## config.mk

```make
export PLATFORM = sky130hd
export DESIGN_NAME = cal_ptr_seq
export DESIGN_NICKNAME = d
export VERILOG_FILES = /design/src/rtl/cal_ptr_seq.sv
export SDC_FILE = /design/constraint.sdc
export NUM_CORES = 1
export LEC_CHECK = 0
export ABC_CLOCK_PERIOD_IN_PS = 5700
export CAP_MARGIN = 20
export CORE_AREA = 2 2 136 138
export DETAILED_ROUTE_END_ITERATION = 12
export DIE_AREA = 0 0 138 140
export PLACE_DENSITY = 0.66
export REMOVE_ABC_BUFFERS = 1
export SYNTH_ARGS = -nofsm -noshare
export SYNTH_HDL_FRONTEND = slang
export SYNTH_SLANG_ARGS = --single-unit
```

## constraint.sdc

```tcl
create_clock -name clk -period 5.7 [get_ports clk]
set_input_delay 1.14 -clock clk [delete_from_list [all_inputs] [get_ports clk]]
set_output_delay 1.14 -clock clk [all_outputs]
set_load 0.005 [all_outputs]
```

## src/rtl/cal_ptr_seq.sv

```systemverilog
module cal_ptr_seq #(
  parameter int DW = 14,
  parameter int NDAC = 8,
  parameter logic [1:0] ADDR_CTL = 2'b11,
  parameter logic [1:0] ADDR_CAL = 2'b01,
  parameter int SEL_LSB = 0,
  parameter int RSRC_LSB = 2,
  parameter logic [1:0] RSRC_CAL = 2'b10,
  parameter logic [DW-1:0] GAIN_RST = 14'h2000,
  parameter logic [DW-1:0] OFS_RST = 14'h2000,
  parameter logic [DW-1:0] DAC_RST = '0,
  localparam int NREG = NDAC + 2,
  localparam int PW = $clog2(NREG),
  localparam int RW = DW + 2
) (
  input  logic                 clk,
  input  logic                 rst_n,
  input  logic                 wr_en,
  input  logic [1:0]           wr_addr,
  input  logic [DW-1:0]        wr_data,
  input  logic                 rd_en,
  output logic [RW-1:0]        rd_data,
  output logic [PW-1:0]        cal_ptr,
  output logic [DW-1:0]        gain_trim,
  output logic [DW-1:0]        offset_trim,
  output logic [NDAC*DW-1:0]   dac_trim
);

  logic [1:0] sel_q, rsrc_q;
  logic [NREG*DW-1:0] bank;

  wire ctl_wr = wr_en && (wr_addr == ADDR_CTL);
  wire cal_wr = wr_en && (wr_addr == ADDR_CAL);
  wire cal_rd = rd_en && (rsrc_q == RSRC_CAL);
  wire step   = cal_wr || cal_rd;
  wire [1:0] new_sel = wr_data[SEL_LSB +: 2];

  function automatic logic [PW-1:0] first_of(input logic [1:0] s);
    return (s == 2'b10) ? PW'(1) : PW'(0);
  endfunction

  function automatic logic [PW-1:0] last_of(input logic [1:0] s);
    case (s)
      2'b00:   return PW'(NREG - 1);
      2'b01:   return PW'(1);
      2'b10:   return PW'(1);
      default: return PW'(0);
    endcase
  endfunction

  always_ff @(posedge clk or negedge rst_n) begin
    if (!rst_n) begin
      sel_q   <= 2'b00;
      rsrc_q  <= 2'b00;
      cal_ptr <= '0;
    end else if (ctl_wr) begin
      sel_q   <= new_sel;
      rsrc_q  <= wr_data[RSRC_LSB +: 2];
      cal_ptr <= first_of(new_sel);
    end else if (step) begin
      cal_ptr <= (cal_ptr == last_of(sel_q)) ? first_of(sel_q) : cal_ptr + PW'(1);
    end
  end

  for (genvar g = 0; g < NREG; g++) begin : g_trim
    localparam logic [DW-1:0] RV = (g == 0) ? GAIN_RST : (g == 1) ? OFS_RST : DAC_RST;
    logic [DW-1:0] q;
    always_ff @(posedge clk or negedge rst_n) begin
      if (!rst_n) q <= RV;
      else if (cal_wr && cal_ptr == PW'(g)) q <= wr_data;
    end
    assign bank[g*DW +: DW] = q;
  end

  wire in_range = (32'(cal_ptr) < NREG);
  assign rd_data     = in_range ? {2'b00, bank[32'(cal_ptr)*DW +: DW]} : '0;
  assign gain_trim   = bank[0 +: DW];
  assign offset_trim = bank[DW +: DW];
  assign dac_trim    = bank[NREG*DW-1 : 2*DW];

endmodule

```

Word level (Yosys, flattened, before mapping)
Index checks and enable logic that the tools add are counted.
{ "totals": {"in_bits": 20, "out_inout_bits": 160, "elab_cells": 60, "reg_bits": 148} }
{ "op_classes": {"n_mul": 1, "n_shift": 1, "n_reduce_logical": 18, "eq_ne": 16, "magnitude_cmp": 1, "add_sub_neg": 1, "n_mux": 9} }
{ "op_table": {"columns": ["operator", "n"], "rows": [
  ["indexed part select 140 x 9 -> 14 bit", 1],
  ["two-way mux 4 bit", 5],
  ["== test 4 x 3 -> 1 bit, second input constant", 4],
  ["two-way mux 14 bit", 1],
  ["logical AND 1 bit", 13],
  ["== test 2 bit, second input constant", 4],
  ["== test 4 x 2 -> 1 bit, second input constant", 2],
  ["== test 4 bit, second input constant", 2],
  ["case mux 4 bit (2 select lines)", 1],
  ["multiplier 4 x 3 -> 7 bit, second input constant", 1],
  ["adder 4 x 1 -> 4 bit, second input constant", 1],
  ["== test 2 x 1 -> 1 bit, second input constant", 2],
  ["== test 4 x 1 -> 1 bit, second input constant", 1],
  ["== test 4 bit", 1],
  ["zero test 4 bit", 1],
  ["less-than comparator 4 bit, second input constant", 1],
  ["zero test 2 bit", 1],
  ["two-way mux 1 bit", 2],
  ["nonzero test 2 bit", 1],
  ["OR reduction 2 bit", 1],
  ["logical OR 1 bit", 1]
]} }

Longest topological paths before layout
{ "depth": {"depth_word": 9, "mapped_depth": 8, "mapped_depth_nobuf": 5} }

Least setup slack after synthesis
Ideal clock, no wire load.
{ "synth_path": {"kind": "register to output", "start": "reg cal_ptr[0]", "end": "out rd_data[10]", "n_path_buf": 1, "stages_incl_launch_ff": 5, "slack_ps": 3109, "t_required_ps": 4560, "arrival_ps": 1451, "path_cell_list": "dfrtp_1 buf_2 mux4_2 a21oi_1 o21ai_0"} }
{ "synth_between": {"elab_chain_len": 3, "elab_cells_between_ends": 4, "cone_classes": "mul: 1; order compare: 1; shift: 1; mux: 1"} }
{ "synth_rtl": {"columns": ["element", "line", "source"], "rows": [
  ["from (decl)", "23", "output logic [PW-1:0] cal_ptr,"],
  ["from (signal assigned)", "59", "cal_ptr <= first_of(new_sel);"],
  ["from (signal assigned)", "61", "cal_ptr <= (cal_ptr == last_of(sel_q)) ? first_of(sel_q) : cal_ptr + PW'(1);"],
  ["multiplier 4 x 3 -> 7 bit", "76", "assign rd_data = in_range ? {2'b00, bank[32'(cal_ptr)*DW +: DW]} : '0;"],
  ["indexed part select 140 x 9 -> 14 bit", "76", null],
  ["two-way mux 14 bit *", "76", null],
  ["to (decl)", "22", "output logic [RW-1:0] rd_data,"]
]} }
Every way passes the cells marked *; elsewhere a longest branch is shown, timed or not.

Worst setup path in the final report
{ "layout_path": {"start": "reg cal_ptr[1]", "end": "out rd_data[6]"} }
The elaborated chain is that of the path after synthesis.

==> run summary <==
Core Region -> 17780 um^2
TritonCTS clock tree -> done
Pins over their slew limit -> 0
Gp weighted congestion -> 0.7936
Setup WS pre-CTS -> 1.829 ns
Die X -> 138 um
CP cell instances -> nand2b_1 > nor2_1 > a21oi_1 > o21ai_0 > clkdlybuf4s50_1
Pwr dens -> 474.4 nW/um^2
R2R cell count -> 4
Crit-path max cell delay -> 1.01 ns
Final Core Density -> 53.15%
Reg clk slew, reported paths -> 0.06 ns
Final hold vios -> 0
Vias -> 4880
Seq/Total Area, Yosys -> 52.93%
Slew @ Worst Pin -> 1.181 ns
DR vias/cell -> 5.465
CP Launch Point -> cal_ptr[1]
Leak -> 4.221 nW
Mapped Cells -> 498
Die span in y -> 140 um
Worst Setup Slack, final -> 1.388 ns
Post-synthesis sequential element count -> 148
Setup bufs post-CTS -> 0
CP Data Arrival Time -> 3.17 ns
Hold path start -> rsrc_q[1]
Dpl cells -> 861
I/O Pins -> 180
Iter 0 DRT Violations -> 349
Worst slew margin -> 21.19%
First-pass GRT wire length -> 30930 um
Synth cell types -> 38
Crit Path Max Fanout -> 37
Launch point of the worst reg-to-reg path -> cal_ptr[1]
Total GRT Usage -> 20.85%
Fmax -> 231.9 MHz
Yosys warning total -> 0
EDFF count, synth -> 0
Post-synth ARST share -> 100.0%
Hpwl dp -> 12610 um
Diodes inserted -> 0
Syn Area/Cell -> 14.06 um^2
IO Port Bufs -> 177
Slowest-stage cell, CP -> dfrtp_2
Max Clock Skew -> 0.009714 ns
Initial core utilization -> 39.38%
WL final -> 19820 um
Area Overhead vs Synth -> 34.97%
Tmin final -> 4.312 ns
Vias in the first global route -> 5118
Setup_tns -> 0 ns
Clock root buffer -> clkbuf_16
Wire per inst -> 22.19 um
Nets -> 676
RSZ-0062 raised after global routing -> no
Status -> complete, no violations
Kind of critical path -> reg -> out
Site row count -> 49
Layout Cells excl Fill -> 893
Period utilization -> 75.65%
Worst setup EP type -> output pin
Hold_ws -> 0.5054 ns
Fill cells -> 1541
Routed Antenna Nets -> 0
Worst VDD drop -> 204.1 uV
H-tree levels -> 4
Ratio of cells with drive above 1 in the final layout -> 31.63%
Max Root-Sink Buffers -> 2
Cell Area, Synth -> 7002 um^2
Pre-antenna DRT Iters -> 5
Hold_buf cts -> 0
Post-route DRC -> 0
Startpoint Class -> flip-flop
Synth Flop Type -> dfrtp_1
Tightest Hold Check Type -> reg -> reg
GRT overflow -> 0
Clock Latency Late Sink -> 0.42 ns
Count of final setup violators -> 0
Largest net degree at the start of global routing -> 101
WHS Path Cells -> 2
Post-cts sizing count -> 0
Num CTS Buffers -> 17
CTS Sinks -> 148
Commonest non-fill, non-tap cell in the layout -> clkdlybuf4s50_1
Area of the die -> 19320 um^2
Initial antenna violation count -> 0
Required @ worst endpoint -> 4.56 ns
Most frequent cells in the layout -> clkdlybuf4s50_1 (176), dfrtp_1 (144), mux2_2 (139), mux4_2 (28), nor2_1 (19)
Max cap viols -> 0
cell type report:
cell class,instances,area (um^2),share of cell area (%)
clock buffers,21,460.4,4.872
clock inverters,10,131.4,1.390
inverters,4,15.01,0.1589
multi-input cells,299,3028,32.04
flip-flops and latches,148,3711,39.27
well taps,229,286.5,3.032
repair buffers,182,1818,19.24
cell usage after synthesis (2+ instances only):
cell	number	area share, %
buf_1	10	0.54
nand3_1	18	1.3
buf_2	9	0.64
nand2_1	15	0.80
inv_1	4	0.21
a21oi_1	17	1.2
o21ai_0	17	1.2
nor4b_1	2	0.25
mux2_2	139	22
buf_4	11	1.2
buf_6	4	0.64
mux2i_1	14	2.0
and4_1	3	0.38
mux4_2	28	9.0
dfrtp_1	146	52
dfstp_2	2	0.75
ha_1	4	0.71
nor2_1	19	1.0
clkbuf_1	14	0.75
and3_1	3	0.27
nor2b_4	2	0.39
report_power, final:
| group | switching, mW | internal, mW | total, mW |
|---|---|---|---|
| Clock | 0.419 | 0.706 | 1.12 |
| Combinational | 0.524 | 1.06 | 1.58 |
| Sequential | 0.415 | 1.36 | 1.78 |
path summary, 6_finish.rpt:
kind	to	slack, ns
min in group asynchronous	g_trim[2].q[7]	0.83
min reg2reg	rsrc_q[1]	0.51
max	rd_data[6]	1.39
max in group asynchronous	g_trim[8].q[6]	3.65
max reg2reg	g_trim[2].q[8]	2.73
min	rsrc_q[1]	0.51
worst max-delay path: cells and delay by family (launching register included):
| family | cells | cell delay (ns) |
|---|---|---|
| compound gates | 2 | 0.27 |
| buf+inv | 1 | 0.47 |
| flops | 1 | 1.01 |
| simple gates | 2 | 1.00 |
cell families (layout without fill, tap and decap cells):
group | Yosys count | in the layout | share of synthesized area (%)
flops | 148 | 148 | 52.93
simple gates | 70 | 70 | 5.522
buf+inv | 52 | 217 | 3.967
xor+xnor | 1 | 1 | 0.1251
fa+ha+maj | 4 | 4 | 0.7148
compound gates | 40 | 40 | 3.163
other cells | 1 | 2 | 0.05356
mux | 182 | 182 | 33.52
flip-flops by register name, indices dropped and copies added, names as in the netlist:
name / count
sel_q: 2
rsrc_q: 2
gain_trim: 14
g_trim.q: 112
offset_trim: 14
cal_ptr: 4
layer usage:
| layer | share of wire [%] | track usage (%) |
|---|---|---|
| met5 | 0 | 0 |
| met4 | 1.5 | 6.874 |
| met2 | 50 | 33.69 |
| met1 | 43 | 27.54 |
| met3 | 5.7 | 5.504 |
metrics by stage:
step,cell area (um^2),power [mW]
floorplan,6743,2.349
global placement,8843,3.356
detailed placement,8843,3.388
CTS,9435,4.528
global route,9450,4.729
finish,9450,4.483
Note: power is estimated with default switching activity, not from simulation.
